`config.mk`:
```
export PLATFORM = sky130hd
export DESIGN_NAME = bwd_datapath
export DESIGN_NICKNAME = d
export VERILOG_FILES = /design/src/rtl/bwd_pkg.sv /design/src/rtl/bwd_decode.sv /design/src/rtl/bwd_sleep_gate.sv /design/src/rtl/bwd_lane_array.sv /design/src/rtl/bwd_datapath.sv
export SDC_FILE = /design/constraint.sdc
export NUM_CORES = 2
export LEC_CHECK = 0
export BUFFER_PORTS_ARGS = -buffer_cell sky130_fd_sc_hd__buf_2
export CAP_MARGIN = 10
export CORE_ASPECT_RATIO = 1.5
export CORE_UTILIZATION = 35
export CTS_CLUSTER_SIZE = 24
export DETAILED_ROUTE_END_ITERATION = 16
export HOLD_SLACK_MARGIN = 0.06
export PLACE_DENSITY_LB_ADDON = 0.08
export SYNTH_ARGS = -nofsm -noshare
export SYNTH_HDL_FRONTEND = slang
export SYNTH_SLANG_ARGS = --single-unit
export TNS_END_PERCENT = 5
```
`constraint.sdc`:
```
create_clock -name clk_i -period 2.5 [get_ports clk_i]
set_clock_uncertainty 0.05 [all_clocks]
set_input_delay 0.25 -clock clk_i [delete_from_list [all_inputs] [get_ports clk_i]]
set_output_delay 0.25 -clock clk_i [all_outputs]
set_load 0.005 [all_outputs]
```
`src/rtl/bwd_pkg.sv`:
```
package bwd_pkg;
  localparam int LANE_BITS = 9;

  typedef enum logic [1:0] {
    OP_NONE  = 2'd0,
    OP_READ  = 2'd1,
    OP_WRITE = 2'd2
  } op_e;
endpackage

```
`src/rtl/bwd_decode.sv`:
```
module bwd_decode #(
  parameter int LANES = 4
) (
  input  logic             gw_n_i,
  input  logic             bw_n_i,
  input  logic [LANES-1:0] lane_we_n_i,
  output logic [LANES-1:0] lane_wr_o,
  output logic             is_wr_o
);
  // global write overrides the byte gate and lane enables
  for (genvar g = 0; g < LANES; g++) begin : g_lane
    assign lane_wr_o[g] = ~gw_n_i | (~bw_n_i & ~lane_we_n_i[g]);
  end

  assign is_wr_o = |lane_wr_o;
endmodule

```
`src/rtl/bwd_sleep_gate.sv`:
```
module bwd_sleep_gate (
  input  logic clk_i,
  input  logic rst_ni,
  input  logic sleep_i,
  output logic block_o,
  output logic pdown_o
);
  logic [1:0] hist_q;

  always_ff @(posedge clk_i or negedge rst_ni) begin
    if (!rst_ni) hist_q <= 2'b00;
    else         hist_q <= {hist_q[0], sleep_i};
  end

  // blocked while asleep and for two edges after release
  assign block_o = sleep_i | hist_q[0] | hist_q[1];
  assign pdown_o = hist_q[1];

  a_r8_wake_first: assert property (@(posedge clk_i) disable iff (!rst_ni)
    $fell(sleep_i) |-> block_o);
  a_r8_wake_second: assert property (@(posedge clk_i) disable iff (!rst_ni)
    $fell(sleep_i) |=> block_o);
  a_r9_pd_entry: assert property (@(posedge clk_i) disable iff (!rst_ni)
    $rose(pdown_o) |-> $past(sleep_i, 2));
endmodule

```
`src/rtl/bwd_lane_array.sv`:
```
module bwd_lane_array #(
  parameter int LANES = 4,
  parameter int AW    = 6
) (
  input  logic                             clk_i,
  input  logic [LANES-1:0]                 we_i,
  input  logic [AW-1:0]                    waddr_i,
  input  logic [LANES*bwd_pkg::LANE_BITS-1:0] wdata_i,
  input  logic [AW-1:0]                    raddr_i,
  output logic [LANES*bwd_pkg::LANE_BITS-1:0] rdata_o
);
  localparam int LB    = bwd_pkg::LANE_BITS;
  localparam int DEPTH = 1 << AW;

  for (genvar g = 0; g < LANES; g++) begin : g_lane
    logic [LB-1:0] mem_q [DEPTH];

    always_ff @(posedge clk_i) begin
      if (we_i[g]) mem_q[waddr_i] <= wdata_i[g*LB +: LB];
    end

    assign rdata_o[g*LB +: LB] = mem_q[raddr_i];
  end
endmodule

```
`src/rtl/bwd_datapath.sv`:
```
module bwd_datapath
  import bwd_pkg::*;
#(
  parameter int LANES = 4,
  parameter int AW    = 6
) (
  input  logic                       clk_i,
  input  logic                       rst_ni,
  input  logic                       sel_i,
  input  logic                       strb_i,
  input  logic [AW-1:0]              addr_i,
  input  logic                       gw_n_i,
  input  logic                       bw_n_i,
  input  logic [LANES-1:0]           lane_we_n_i,
  input  logic [LANES*LANE_BITS-1:0] wdata_i,
  input  logic                       oe_n_i,
  input  logic                       sleep_i,
  output logic [LANES*LANE_BITS-1:0] rdata_o,
  output logic                       rdata_oe_o,
  output logic                       strb_drop_o,
  output logic                       pdown_o
);
  localparam int W = LANES * LANE_BITS;

  logic [LANES-1:0] lane_wr;
  logic             is_wr;
  logic             block;
  logic             acc;
  logic             wr_fire;
  logic [LANES-1:0] arr_we;
  logic [W-1:0]     arr_rd;
  op_e              op_q;
  logic [AW-1:0]    addr_q;
  logic             drop_q;

  bwd_decode #(.LANES(LANES)) u_dec (
    .gw_n_i      (gw_n_i),
    .bw_n_i      (bw_n_i),
    .lane_we_n_i (lane_we_n_i),
    .lane_wr_o   (lane_wr),
    .is_wr_o     (is_wr)
  );

  bwd_sleep_gate u_gate (
    .clk_i   (clk_i),
    .rst_ni  (rst_ni),
    .sleep_i (sleep_i),
    .block_o (block),
    .pdown_o (pdown_o)
  );

  assign acc     = sel_i & ~block;
  assign wr_fire = acc & is_wr;
  assign arr_we  = lane_wr & {LANES{wr_fire}};

  bwd_lane_array #(.LANES(LANES), .AW(AW)) u_arr (
    .clk_i   (clk_i),
    .we_i    (arr_we),
    .waddr_i (addr_i),
    .wdata_i (wdata_i),
    .raddr_i (addr_q),
    .rdata_o (arr_rd)
  );

  always_ff @(posedge clk_i or negedge rst_ni) begin
    if (!rst_ni) begin
      op_q   <= OP_NONE;
      addr_q <= '0;
      drop_q <= 1'b0;
    end else begin
      if (!acc)       op_q <= OP_NONE;
      else if (is_wr) op_q <= OP_WRITE;
      else            op_q <= OP_READ;
      addr_q <= addr_i;
      drop_q <= sel_i & strb_i & block;
    end
  end

  // flow-through: array word follows the registered address directly
  assign rdata_oe_o  = (op_q == OP_READ) & ~oe_n_i & ~sleep_i;
  assign rdata_o     = rdata_oe_o ? arr_rd : '0;
  assign strb_drop_o = drop_q;

  a_r1_gw_all_lanes: assert property (@(posedge clk_i) disable iff (!rst_ni)
    !gw_n_i |-> (lane_wr == '1));
  a_r3_read_no_lane: assert property (@(posedge clk_i) disable iff (!rst_ni)
    (gw_n_i && (bw_n_i || (&lane_we_n_i))) |-> (lane_wr == '0));
  a_r6_write_hiz: assert property (@(posedge clk_i) disable iff (!rst_ni)
    wr_fire |=> !rdata_oe_o);
  a_r8_drop_flag: assert property (@(posedge clk_i) disable iff (!rst_ni)
    (sel_i && strb_i && block) |=> strb_drop_o);
  a_r7_no_write_asleep: assert property (@(posedge clk_i) disable iff (!rst_ni)
    sleep_i |-> (arr_we == '0));
endmodule

```
==> out/results.tsv <==
metric	value	unit
Sw Ratio	0.214	
final setup fails	37	
Worst Path Buf+Inv	4	
total congestion overflow	0	
pin count of the biggest net entering global routing	65	
Clock Latency Late Sink	0.87	ns
Worst-path clk slew	0.06	ns
Worst VDD drop	0.000553	V
Synth Flop Type	edfxtp_1	
LEAKAGE	35.6	nW
Max clock buf depth	4	
Clk pwr share	0.416	
M3 GR Usage	0.0340	
worst hold path type	primary input to flip-flop	
Hold Crit Depth	1	
failing checks	setup timing	
Core Util, Final	0.434	
FF+latch count, synth	2315	
die outline width	415	um
total wire length	286000	um
Mapped Avg Cell Area	22.5	um2
Post-Syn Instances	3979	
f_max	252	MHz
CP required	2.20	ns
unrepaired setup endpoints after global routing	true	
1st-iter DRT viols	4034	
vias in the first global route	46724	
PD cells	732	nW/um2
CP Depth	8	
Layout Cells excl Fill	8447	
Tcrit/Tclk final	1.58	
Antenna Violating Nets Remaining	0	
Internal	63.6	mW
Avg WL per Cell	33.8	um
largest stage delay on the critical path	0.52	ns
Total GRT Usage	0.219	
Placed Cells	7895	
initial antenna violation count	18	
crit path launch type	flip-flop	
Max-Cap Viols	0	
core area	255000	um2
CTS Buf Count	229	
synthesized cell area	89700	um2
normalized max-slew margin	0.240	
Gate power share	0.057	
Crit Path Max Fanout	7	
most frequent cells in the layout	edfxtp_1, mux4_2, buf_4	
global-route met2 utilization	0.399	
Final WS setup	-1.46	ns
CTS tree	done	
met1 Track Usage GR	0.271	
Synth Warn #	0	
delay-heaviest family, CP	multiplexers	
via count	44763	
post-layout min period	3.96	ns
Initial DRT Pass Iterations	7	
crit-path cells	buf_12 > buf_12 > clkbuf_16 > mux4_2 > mux4_2 > a22o_4 > a221o_1 > buf_2	
H-tree depth reported by CTS	4	
drt drc	0	
Sw Pwr	17.3	mW
CTS root buf	clkbuf_16	
Area Overhead vs Synth	23.3	%
endpoint class of the critical path	output port	
max-slew violation count	0	
CP Class	flip-flop to output port	
layout cells sized above 1	0.385	
most common cell after layout, fill and taps aside	edfxtp_1	
status	finished, violations left	
IO Pins	93	
Post-synth EDFFs	2304	
Sequential Power Share	0.528	
global routing's busiest layer	met2	
# rows	227	
Initial Util	0.352	
R2R cell count	6	
Nets	4985	
Final Hold Vio Count	0	
Clock Sinks	2315	
hpwl dp	189000	um
Arr. time, crit path	3.66	ns
asr flop ratio synth	0.00475	
Crit-path slowest cell	mux4_2	
Mapped Nets	4033	
sequential element share of the synthesized area	0.774	
GP Congestion	0.810	
port bufs	92	
first-pass GRT wire length	391000	um
Slew @ Worst Pin	1.14	ns
Via density	5.30	
Die H	622	um
Setup TNS	-47.79	ns
Die ar.	258000	um2
post-synth cell types	53	
## state kept, by name (all words and copies together), names as in the netlist
| name | count |
|---|---|
| addr_q | 6 |
| op_q | 2 |
| strb_drop_o | 1 |
| u_arr.g_lane.mem_q | 2304 |
| u_gate.hist_q | 2 |
## cell type report
cell class,count,area (um2)
repair buffers,948,10200
inverters,4,25.0
fillers,21886,144000
clock buffers,295,6070
diodes,13,32.5
clock inverters,119,1010
multi-input cells,1433,19600
flip-flops and latches,2315,69500
well taps,3320,4150
## worst reg2reg max path: stages (launching register included)
cell and delay (ns):
dfrtp_1 0.37, nor3_1 0.24, and2_2 0.27, nand2_2 0.09, buf_12 0.17, nor2_1 0.42, buf_12 0.20
## power by group through the flow
| stage | logic [mW] | clock network [mW] | registers, mW |
|---|---|---|---|
| floorplan | 1.97 | 0 | 43.5 |
| global placement | 4.24 | 0 | 43.5 |
| detailed placement | 4.28 | 0 | 43.5 |
| CTS | 4.51 | 34.5 | 42.7 |
| global route | 4.83 | 35.7 | 42.7 |
| finish | 4.58 | 33.6 | 42.7 |
## per-stage QoR
stage | setup slack [ns] | hold WS (ns) | power (mW) | instance area [um2]
after floorplan | 0.00881 | -0.0956 | 45.5 | 89700
after global placement | -1.19 | 0.150 | 47.8 | 101000
after detailed placement | -1.11 | 0.154 | 47.8 | 101000
after CTS | -1.57 | 0.0856 | 81.7 | 110000
after global routing | -1.53 | 0.130 | 83.2 | 111000
final | -1.46 | 0.131 | 80.9 | 111000
## synth_stat cells (all sizes together), types with 2 or more instances
cell type	instances	share of area
edfxtp	2304	0.77
mux4	631	0.16
nor2	279	0.012
buf	151	0.010
mux2i	135	0.015
nand2	117	0.0049
clkbuf	76	0.0032
mux2	37	0.0046
o21ai	24	0.0013
o211ai	19	0.0016
o22ai	19	0.0013
a22oi	18	0.0015
a21oi	14	0.00078
a31oi	14	0.00098
nor3	14	0.00078
dfrtp	11	0.0031
nand3	11	0.00061
nor2b	11	0.00077
a211oi	10	0.00084
nand2b	9	0.00063
nor3b	6	0.00050
a211o	5	0.00049
and2	5	0.00035
a2111oi	4	0.00039
a221o	4	0.00045
a22o	4	0.00039
and3	4	0.00028
inv	4	0.00017
nand3b	4	0.00033
o221ai	4	0.00039
o31ai	4	0.00033
o32ai	4	0.00039
nand4	3	0.00021
a221oi	2	0.00020
and3b	2	0.00020
nor4	2	0.00014
o31a	2	0.00020
or3	2	0.00014
## kinds of logic after synthesis
| group | count (synthesis) | synth area share |
|---|---|---|
| DFF | 2315 | 0.774 |
| buffers and inverters | 231 | 0.0136 |
| AOI/OAI and AO/OA | 158 | 0.0123 |
| muxes | 803 | 0.178 |
| and+or+nand+nor | 472 | 0.0218 |
## final timing paths
path	from	endpoint	slack, ns
max	addr_q[0]$_DFF_PN0_	rdata_o[24]	-1.46
min	wdata_i[24]	u_arr.g_lane[2].mem_q[54][6]$_DFFE_PP_	0.13
max reg2reg	u_gate.hist_q[0]$_DFF_PN0_	u_arr.g_lane[1].mem_q[10][3]$_DFFE_PP_	0.36
min reg2reg	u_gate.hist_q[0]$_DFF_PN0_	u_gate.hist_q[1]$_DFF_PN0_	0.33
max in group asynchronous	rst_ni	addr_q[2]$_DFF_PN0_	1.20
min in group asynchronous	rst_ni	addr_q[1]$_DFF_PN0_	0.56
## per-layer routing
layer | share of wire | routed length (um)
met5 | 0.00020 | 56
met4 | 0.023 | 6700
met3 | 0.045 | 12900
met2 | 0.54 | 153000
met1 | 0.40 | 113000
## repair_timing
item,CTS,global route
buffers inserted,7,54
endpoints found under the hold margin,1637,44
pin swaps,11,20
hold buffers,54,1
endpoints found under the setup margin,37,362
cloned,6,5
resized for setup,112,95
Power figures use the tool's default switching activity.
